<file path="config.mk">
export PLATFORM = sky130hd
export DESIGN_NAME = acq_window_ctrl
export DESIGN_NICKNAME = d
export VERILOG_FILES = /design/src/rtl/acqw_pkg.sv /design/src/rtl/acqw_edge_sel.sv /design/src/rtl/acqw_sat_cnt.sv /design/src/rtl/acqw_ratio.sv /design/src/rtl/acq_window_ctrl.sv
export SDC_FILE = /design/constraint.sdc
export NUM_CORES = 1
export LEC_CHECK = 0
export BUFFER_PORTS_ARGS = -buffer_cell sky130_fd_sc_hd__buf_4
export CAP_MARGIN = 40
export CORE_MARGIN = 4
export CORE_UTILIZATION = 32
export DETAILED_ROUTE_END_ITERATION = 8
export PLACE_DENSITY_LB_ADDON = 0.15
export RECOVER_POWER = 25
export REMOVE_ABC_BUFFERS = 1
export SYNTH_ARGS = -nofsm -noshare
export SYNTH_HDL_FRONTEND = slang
export SYNTH_SLANG_ARGS = --single-unit
</file>
<file path="constraint.sdc">
create_clock -name clk -period 4.2 [get_ports clk]
set_input_delay 1.05 -clock clk [delete_from_list [all_inputs] [get_ports clk]]
set_output_delay 1.05 -clock clk [all_outputs]
set_load 0.005 [all_outputs]
</file>
<file path="src/rtl/acqw_pkg.sv">
`timescale 1ns/1ps
package acqw_pkg;

    typedef enum logic {
        REF_PULSE = 1'b0,
        REF_GATE  = 1'b1
    } ref_mode_e;

    // edge of interest on a strobe, given its present and previous level
    function automatic logic edge_hit(input logic now_v, input logic prev_v, input logic rise);
        return rise ? (now_v & ~prev_v) : (~now_v & prev_v);
    endfunction

endpackage

</file>
<file path="src/rtl/acqw_edge_sel.sv">
`timescale 1ns/1ps
module acqw_edge_sel (
    input  logic clk,
    input  logic rst_n,
    input  logic strobe_i,
    input  logic rise_i,
    output logic trig_o
);
    import acqw_pkg::*;

    typedef struct packed {
        logic prev;
    } st_t;

    st_t st_d, st_q;

    always_comb begin
        st_d      = st_q;
        st_d.prev = strobe_i;
    end

    always_ff @(posedge clk or negedge rst_n) begin
        if (!rst_n) st_q <= '0;
        else        st_q <= st_d;
    end

    assign trig_o = edge_hit(strobe_i, st_q.prev, rise_i);

endmodule

</file>
<file path="src/rtl/acqw_sat_cnt.sv">
`timescale 1ns/1ps
module acqw_sat_cnt #(
    parameter int W = 11
) (
    input  logic         clk,
    input  logic         rst_n,
    input  logic         clr_i,
    input  logic         inc_i,
    output logic [W-1:0] cnt_o
);
    localparam logic [W-1:0] TOP = '1;

    typedef struct packed {
        logic [W-1:0] cnt;
    } st_t;

    st_t st_d, st_q;

    always_comb begin
        st_d = st_q;
        if (clr_i)
            st_d.cnt = '0;
        else if (inc_i && (st_q.cnt != TOP))
            st_d.cnt = st_q.cnt + 1'b1;
    end

    // start parked at the top so nothing is inside a window before the first strobes
    always_ff @(posedge clk or negedge rst_n) begin
        if (!rst_n) st_q <= '{cnt: TOP};
        else        st_q <= st_d;
    end

    assign cnt_o = st_q.cnt;

endmodule

</file>
<file path="src/rtl/acqw_ratio.sv">
`timescale 1ns/1ps
module acqw_ratio #(
    parameter int NW   = 11,
    parameter int FRAC = 10,
    parameter int MIN  = 293
) (
    input  logic [NW-1:0]      num_i,
    input  logic [NW-1:0]      den_i,
    input  logic               clamp_i,
    output logic [NW+FRAC-1:0] inc_o
);
    localparam int OW = NW + FRAC;
    localparam logic [OW-1:0] ONE_V = OW'(1) << FRAC;
    localparam logic [OW-1:0] MIN_V = OW'(MIN);

    logic [OW-1:0] num_w;
    logic [OW-1:0] den_w;
    logic [OW-1:0] quo;

    always_comb begin
        num_w = {num_i, {FRAC{1'b0}}};
        den_w = {{FRAC{1'b0}}, den_i};
        quo   = (den_i == '0) ? ONE_V : (num_w / den_w);
        if (clamp_i && (quo < MIN_V))
            inc_o = MIN_V;
        else
            inc_o = quo;
    end

endmodule

</file>
<file path="src/rtl/acq_window_ctrl.sv">
`timescale 1ns/1ps
module acq_window_ctrl #(
    parameter int CW        = 11,
    parameter int FRAC      = 10,
    parameter int LVL_W     = 6,
    parameter int AFULL_LVL = 24,
    parameter int LINES60   = 262,
    parameter int LINES50   = 312,
    parameter int RUNIN     = 2,
    parameter int ZOOM_NUM  = 2,
    parameter int ZOOM_DEN  = 7
) (
    input  logic                 clk,
    input  logic                 rst_n,
    input  logic                 href_i,
    input  logic                 vref_i,
    input  logic                 fid_i,
    input  logic                 h_rise_i,
    input  logic                 v_rise_i,
    input  logic [1:0]           trig_cond_i,
    input  logic                 std50_i,
    input  logic [CW-1:0]        xo_i,
    input  logic [CW-1:0]        yo_i,
    input  logic [CW-1:0]        xs_i,
    input  logic [CW-1:0]        ys_i,
    input  logic [CW-1:0]        out_w_i,
    input  logic [CW-1:0]        out_h_i,
    input  logic                 gate_mode_i,
    input  logic                 valid_pol_i,
    input  logic                 vbi_en_i,
    input  logic [CW-1:0]        vbi_first_i,
    input  logic [CW-1:0]        vbi_last_i,
    input  logic [LVL_W-1:0]     fifo_level_i,
    output logic                 dvalid_o,
    output logic                 hgate_o,
    output logic                 vgate_o,
    output logic                 vbi_req_o,
    output logic                 fifo_afull_o,
    output logic                 field_drop_o,
    output logic [CW+FRAC-1:0]   h_inc_o,
    output logic [CW+FRAC-1:0]   v_inc_o
);
    import acqw_pkg::*;

    localparam int INC_W   = CW + FRAC;
    localparam int INC_MIN = ((1 << FRAC) * ZOOM_NUM + ZOOM_DEN - 1) / ZOOM_DEN;
    localparam int SW      = CW + 1;
    localparam logic [SW-1:0]    LIM60  = SW'(LINES60);
    localparam logic [SW-1:0]    LIM50  = SW'(LINES50);
    localparam logic [SW-1:0]    EXTRA  = SW'(RUNIN);
    localparam logic [INC_W-1:0] INC_ONE = INC_W'(1) << FRAC;
    localparam int NSTRB = 2;   // index 0: horizontal, 1: vertical

    typedef struct packed {
        logic [1:0]       trig;
        logic [CW-1:0]    xo;
        logic [CW-1:0]    yo;
        logic [CW-1:0]    xs;
        logic [CW-1:0]    ys;
        ref_mode_e        gate;
        logic             pol;
        logic             vbi_en;
        logic [CW-1:0]    vbi_first;
        logic [CW-1:0]    vbi_last;
        logic             drop;
        logic [INC_W-1:0] hinc;
        logic [INC_W-1:0] vinc;
    } cfg_t;

    localparam cfg_t CFG_RST = '{
        trig:      2'b00,
        xo:        '0,
        yo:        '0,
        xs:        '0,
        ys:        '0,
        gate:      REF_GATE,
        pol:       1'b1,
        vbi_en:    1'b0,
        vbi_first: '0,
        vbi_last:  '0,
        drop:      1'b0,
        hinc:      INC_ONE,
        vinc:      INC_ONE
    };

    // ---------------- strobe edge selection ----------------
    logic [NSTRB-1:0] strb;
    logic [NSTRB-1:0] rise_sel;
    logic [NSTRB-1:0] trig;

    assign strb     = {vref_i, href_i};
    assign rise_sel = {v_rise_i, h_rise_i};

    for (genvar g = 0; g < NSTRB; g++) begin : g_edge
        acqw_edge_sel u_edge (
            .clk      (clk),
            .rst_n    (rst_n),
            .strobe_i (strb[g]),
            .rise_i   (rise_sel[g]),
            .trig_o   (trig[g])
        );
    end

    logic h_trig;
    logic v_trig;
    assign h_trig = trig[0];
    assign v_trig = trig[1];

    // ---------------- position counters ----------------
    logic [CW-1:0] pix_q;
    logic [CW-1:0] line_q;

    acqw_sat_cnt #(.W(CW)) u_pix (
        .clk   (clk),
        .rst_n (rst_n),
        .clr_i (h_trig),
        .inc_i (1'b1),
        .cnt_o (pix_q)
    );

    acqw_sat_cnt #(.W(CW)) u_line (
        .clk   (clk),
        .rst_n (rst_n),
        .clr_i (v_trig),
        .inc_i (h_trig),
        .cnt_o (line_q)
    );

    // ---------------- increments from live settings ----------------
    logic [INC_W-1:0] h_ratio;
    logic [INC_W-1:0] v_ratio;

    acqw_ratio #(.NW(CW), .FRAC(FRAC), .MIN(INC_MIN)) u_hratio (
        .num_i   (xs_i),
        .den_i   (out_w_i),
        .clamp_i (1'b1),
        .inc_o   (h_ratio)
    );

    acqw_ratio #(.NW(CW), .FRAC(FRAC), .MIN(INC_MIN)) u_vratio (
        .num_i   (ys_i),
        .den_i   (out_h_i),
        .clamp_i (1'b0),
        .inc_o   (v_ratio)
    );

    // ---------------- field settings, captured at the vertical trigger ----------------
    cfg_t cfg_d, cfg_q;
    logic [SW-1:0] depth_live;
    logic [SW-1:0] depth_lim;

    always_comb begin
        depth_live = {1'b0, yo_i} + {1'b0, ys_i};
        depth_lim  = std50_i ? LIM50 : LIM60;
        cfg_d      = cfg_q;
        if (v_trig) begin
            cfg_d.trig      = trig_cond_i;
            cfg_d.xo        = xo_i;
            cfg_d.yo        = yo_i;
            cfg_d.xs        = xs_i;
            cfg_d.ys        = ys_i;
            cfg_d.gate      = ref_mode_e'(gate_mode_i);
            cfg_d.pol       = valid_pol_i;
            cfg_d.vbi_en    = vbi_en_i;
            cfg_d.vbi_first = vbi_first_i;
            cfg_d.vbi_last  = vbi_last_i;
            cfg_d.drop      = fid_i && (depth_live >= depth_lim);
            cfg_d.hinc      = h_ratio;
            cfg_d.vinc      = v_ratio;
        end
    end

    always_ff @(posedge clk or negedge rst_n) begin
        if (!rst_n) cfg_q <= CFG_RST;
        else        cfg_q <= cfg_d;
    end

    // ---------------- window decode ----------------
    logic          cur_gate;
    logic          cur_pol;
    logic [SW-1:0] x_end;
    logic [SW-1:0] y_end;
    logic          on;
    logic          h_in;
    logic          v_in;
    logic          act;
    logic          h_mark;
    logic          v_mark;
    logic          in_vbi_rng;

    assign cur_gate = (cfg_q.gate == REF_GATE);
    assign cur_pol  = cfg_q.pol;

    always_comb begin
        x_end      = {1'b0, cfg_q.xo} + {1'b0, cfg_q.xs};
        y_end      = {1'b0, cfg_q.yo} + {1'b0, cfg_q.ys} + EXTRA;
        on         = (cfg_q.trig != 2'b00) && !cfg_q.drop;
        h_in       = (pix_q >= cfg_q.xo) && ({1'b0, pix_q} < x_end);
        v_in       = (line_q >= cfg_q.yo) && ({1'b0, line_q} < y_end);
        act        = on && h_in && v_in;
        h_mark     = on && v_in && (pix_q == cfg_q.xo) && (cfg_q.xs != '0);
        v_mark     = h_mark && (line_q == cfg_q.yo);
        in_vbi_rng = (line_q >= cfg_q.vbi_first) && (line_q <= cfg_q.vbi_last);
    end

    assign dvalid_o     = cur_pol ? act : ~act;
    assign hgate_o      = cur_gate ? act : h_mark;
    assign vgate_o      = cur_gate ? (on && v_in) : v_mark;
    assign vbi_req_o    = on && cfg_q.vbi_en && v_in && in_vbi_rng &&
                          (cfg_q.xs != '0) && ({1'b0, pix_q} == x_end);
    assign fifo_afull_o = (fifo_level_i >= LVL_W'(AFULL_LVL));
    assign field_drop_o = cfg_q.drop;
    assign h_inc_o      = cfg_q.hinc;
    assign v_inc_o      = cfg_q.vinc;

endmodule

</file>
==> metrics, run 1 <==
status=finished with violations; failing checks=max-capacitance violations, max-slew violations, negative setup slack; Core Region=91700 sq um; top_reg_cell synth=dfrtp_1; share of cells above drive strength 1=48.9%; CP arrival=39.17 ns; worst setup margin=-34.58 ns; fin nets=6532; Worst Max-Slew Pin Slew=2.21 ns; number of remaining DRC errors=0; fin cells=7168; final hold violation count=0; syn_area_per_cell=7.43 sq um; Final setup violation count=41; final wirelength=129000 um; Die W=312 um; die area=97200 sq um; max cap viols=1; M1 WL=59100 um; Post-synth EDFFs=0; RSZ-0062 raised after global routing=yes; slowest CP cell=or4_4; synthesis-to-finish area growth=74.6%; CTS root buf=clkbuf_16; initial antenna violation count=0; post-synth cell types=104; Startpoint Class=primary input; area leader, netlist=ha_1; Synth Register Bits=138; ranking of synthesized cells by instance count=ha_1 (451), nand2_1 (409), nor2_1 (348), o21ai_0 (299), a21oi_1 (283); Synth area leaders=ha_1 (19%), dfrtp_1 (9.5%), nand2_1 (5.2%); fin util=56.3%; vias per cell=5.28; Async S/R FF share, synth=100%; Overflow after GRT=0; antenna cells=0; CTS buffer count=17; Tcrit/Tclk final=923%; Setup Crit Path Kind=in -> reg; Die Ht=312 um; placed cells=6739; routed vias=37844; cts hold-fix bufs=0; CP max FO=8; pin count of the biggest net entering global routing=72; Worst-Skew Late Latency=0.51 ns; drt wl/cell=17.9 um; post-route cell area=51600 sq um; H-tree level count=4; row count=111; input/output buffers=151; CTS tree=yes; Clock Tree Buf Depth=2; met2 routed WL=61000 um; Syn Inst Count=3977; GPL Wtd Cong=0.918; drt first-iter violations=2030; # clock sinks=138; Post-Syn Area=29500 sq um; num ports=155; dpl hpwl=94300 um; post-route minimum period=38.78 ns; register area share after synthesis=11.8%; largest stage delay on the critical path=0.52 ns; YS warnings=0; fmax=25.8 MHz; GRT Util Overall=24.4%; Pins Over Slew Limit=71; DRT antenna net count=0; clk_skew=0.0233 ns; drt pass-1 iters=5; post-synth top area share=19.1%; Critical Path RT=4.59 ns; most frequent CP cell=buf_4; crit end category=register; first-pass GRT wire length=194000 um; starting density of the core=32.2%; max_slew headroom=-47.1%; placement-stage cell area=43200 sq um; Clock transition at path regs=0.08 ns; vias in the first global route=36857; uppermost routed layer=met4; count leader, synth=ha_1; worst slack, placed=-40.62 ns; Hold Path Class=reg -> reg; met3 wire length=5140 um
==> final timing paths <==
path	from	to	slack [ns]	cells after the start
hold / removal	cur_pol	cur_pol	0.46	2
max in group asynchronous	rst_n	u_line.cnt_o[5]	1.61	2
setup / recovery	out_h_i[6]	v_inc_o[0]	-34.58	219
min in group asynchronous	rst_n	cfg_q[108]	1.21	1
setup reg to reg	u_line.cnt_o[1]	u_line.cnt_o[9]	1.65	13
hold reg to reg	cur_pol	cur_pol	0.46	2
==> stage by stage <==
step	setup TNS [ns]	hold slack (ns)
detailed placement	-966.25	0.456
global route	-888.48	0.489
finish	-844.21	0.460
global placement	-950.36	0.450
CTS	-844.99	0.465
floorplan	-1272.23	0.439
==> repair_timing <==
action | CTS | global route
pin swaps | 303 | 462
resized for setup | 527 | 508
cloned | 3 | 0
setup endpoints to repair | 41 | 42
buffers inserted | 255 | 157
==> routing by layer <==
metal / global-route usage [%] / vias up
li1: - / 18846
met1: 32.5 / 17985
met2: 42.3 / 819
met3: 2.32 / 194
met4: 6.25 / 0
met5: 0 / -
==> flip-flops by register name, indices dropped and copies added (netlist names) <==
| name | count |
|---|---|
| g_edge.u_edge.st_q | 2 |
| u_pix.cnt_o | 11 |
| v_inc_o | 21 |
| h_inc_o | 21 |
| cur_gate | 1 |
| u_line.cnt_o | 11 |
| cfg_q | 69 |
| cur_pol | 1 |
| field_drop_o | 1 |
==> placed cells by master, fill, tap and decap left out, drive strengths merged, types with 129 or more instances in the layout <==
master and count:
ha 451, xnor2 129, a21oi 283, o21ai 313
inv 191, nor3 131, o21a 142, nor2 350
nand2 410, buf 2116
==> logic make-up (layout without fill, tap and decap cells) <==
| logic type | after synthesis | in the layout | synth area share (%) |
|---|---|---|---|
| simple gates | 1399 | 1400 | 23.2 |
| buf+inv | 333 | 2337 | 4.92 |
| compound gates | 1340 | 1340 | 30.5 |
| flops | 138 | 138 | 11.8 |
| mux | 114 | 114 | 4.24 |
| fa+ha+maj | 456 | 456 | 19.4 |
| xor+xnor | 197 | 197 | 5.84 |
==> final cells by class <==
cell class / count / area [sq um]
multi-input combinational: 3507 / 28900
timing repair buffer: 2119 / 16400
fill: 8369 / 40100
clock inverter: 13 / 158
inverter: 186 / 698
tap: 1186 / 1480
sequential: 138 / 3490
clock buffer: 19 / 453
==> worst max-delay path: cells and delay by family <==
| family | cells | cell delay (ns) |
|---|---|---|
| buffers and inverters | 44 | 5.84 |
| multiplexers | 7 | 2.10 |
| AND/OR/NAND/NOR | 44 | 7.14 |
| XOR/XNOR | 1 | 0.12 |
| adder cells (fa/ha/maj) | 19 | 4.86 |
| AO/OA/AOI/OAI | 104 | 17.97 |
Power of run 1 is left out: the tool's default activity adds up to more than one toggle a clock period on the data nets, which glitch-free logic cannot reach.
==> run 2: changes to the inputs <==
Settings changed: REMOVE_ABC_BUFFERS 1 to not set.
Clock period 4.2 ns to 50.3 ns, I/O delays scaled along.
==> run 2 against run 1 <==
  * The run still ends with max-capacitance violations, max-slew violations, negative setup slack left
  * Worst hold slack better by 0.0034 ns
  * Final area decreased by 7.4%
  * Clock skew is 0.012 ns lower
  * Critical path depth shrank 7
  * Flip-flop and latch count stayed put
  * Die area unchanged
==> metrics, run 2 (synthesized netlist as in run 1, its figures left out) <==
status=finished with violations; failing checks=max-capacitance violations, max-slew violations, negative setup slack; most frequent CP cell=a21o_1; Setup Crit Path Kind=in -> reg; GRT Util Overall=22.5%; Worst-Skew Late Latency=0.48 ns; input/output buffers=151; setup TNS=-2.11 ns; first-pass GRT wire length=179000 um; syn nets=4540; CP arrival=51.30 ns; antenna cells=0; # clock sinks=138; Worst Max-Slew Pin Slew=5.06 ns; Startpoint Class=primary input; DRT antenna net count=0; max_slew headroom=-237%; Pins Over Slew Limit=89; R2R Path End=h_inc_o[12]; num ports=155; fmax=19.6 MHz; synthesis-to-finish area growth=61.6%; row count=111; busiest grt layer=met2; Overflow after GRT=0; worst setup margin=-0.629 ns; CTS tree=yes; Die Ht=312 um; drt first-iter violations=2066; most common cell after layout, fill and taps aside=buf_4; hold path endpoint=cur_pol; Clock transition at path regs=0.08 ns; R2R Path Start=g_edge[1].u_edge.st_q; starting density of the core=32.2%; GPL Wtd Cong=0.890; largest register by flop count=cfg_q; Tcrit/Tclk final=101%; Critical Path Stages=212; met3 GRT Util=2.92%; drt wl/cell=17.2 um; Hold Path Class=reg -> reg; CTS root buf=clkbuf_16; share of cells above drive strength 1=43.6%; routed vias=35856; Critical Path RT=50.67 ns; CP max FO=7; most frequent cells in the layout=buf_4 (1723), nand2_1 (385), ha_1 (373); slowest CP cell=or4_4; Hold Startpoint=cur_pol; RSZ-0062 raised after global routing=yes; dpl hpwl=89900 um; WP buf/inv=22; Final setup violation count=14; delay-heaviest family, CP=compound AO/OA/AOI/OAI gates; final hold violation count=0; Clock Tree Buf Depth=2; vias per cell=5.26; number of remaining DRC errors=0; hold path cells=2; post-route minimum period=50.93 ns; fin nets=6180; initial antenna violation count=2; H-tree level count=4; worst reg-to-reg setup slack=47.07 ns; pin count of the biggest net entering global routing=89; placed cells=6498; CTS buffer count=17; Worst Reg2Reg Path Length in Cells=9; vias in the first global route=33890; crit end category=register; worst slack, placed=-2.54 ns; fin cells=6816; Core Region=91700 sq um; max cap viols=1; drt pass-1 iters=7; largest stage delay on the critical path=0.51 ns; post-route cell area=47700 sq um; die area=97200 sq um; GR Layer Usage met2=37.1%; max reg flops=69; placement-stage cell area=42800 sq um; met1 Resource Use GR=31.5%; final wirelength=117000 um; Die W=312 um; clk_skew=0.0109 ns
run 2: changes by cell type in the layout (fill, tap and decap cells not counted), sizes merged:
cell / change
nand4: +1
clkbuf: +1
inv: +5
clkinvlp: -3
buf: -356
clkinv: +2
bufinv: -2
run 2: tightest hold or removal path: stages (launching register included):
cell and delay (ns):
dfstp_2 0.38, nand2_1 0.05, nand2_1 0.04
run 2: layout make-up:
| cell class | instances | area [sq um] |
|---|---|---|
| repair buffers | 1766 | 13500 |
| flip-flops and latches | 138 | 3490 |
| clock inverters | 15 | 184 |
| clock buffers | 17 | 425 |
| well taps | 1186 | 1480 |
| multi-input cells | 3508 | 28000 |
| fillers | 8845 | 43900 |
| inverters | 186 | 711 |
run 2: repair_timing:
item	in CTS	in global routing
buffers inserted	118	166
hold buffers	0	0
pin swaps	95	363
cloned	1	4
setup endpoints to repair	15	17
gates resized for setup	106	368
run 2: per-layer routing:
layer  vias to the layer above  wire (um)
met1                     16912      56700
met2                       656      53100
met5                         -          9
met4                         2       2380
met3                       146       4810
li1                      18140          -
run 2: stage by stage:
stage / hold WS, ns / util, %
detailed placement: 0.455 / 46.7
CTS: 0.466 / 48.8
floorplan: 0.439 / -
global placement: 0.448 / 46.6
global route: 0.499 / 52.1
finish: 0.463 / 52.1
run 2: how the worst max path moves through the flow:
| stage | startpoint | endpoint | slack (ns) |
|---|---|---|---|
| 3_5_place_dp | out_h_i[6] | v_inc_o[0] | -2.54 |
| 6_report | out_h_i[10] | v_inc_o[0] | -0.63 |
| 4_1_cts | out_h_i[6] | v_inc_o[0] | -0.53 |
| 5_1_grt | out_h_i[10] | v_inc_o[0] | -2.54 |
| 2_1_floorplan | out_h_i[6] | v_inc_o[0] | -0.56 |
| 3_3_place_gp | out_h_i[6] | v_inc_o[0] | -2.49 |
Power of run 2 is left out for the same reason.
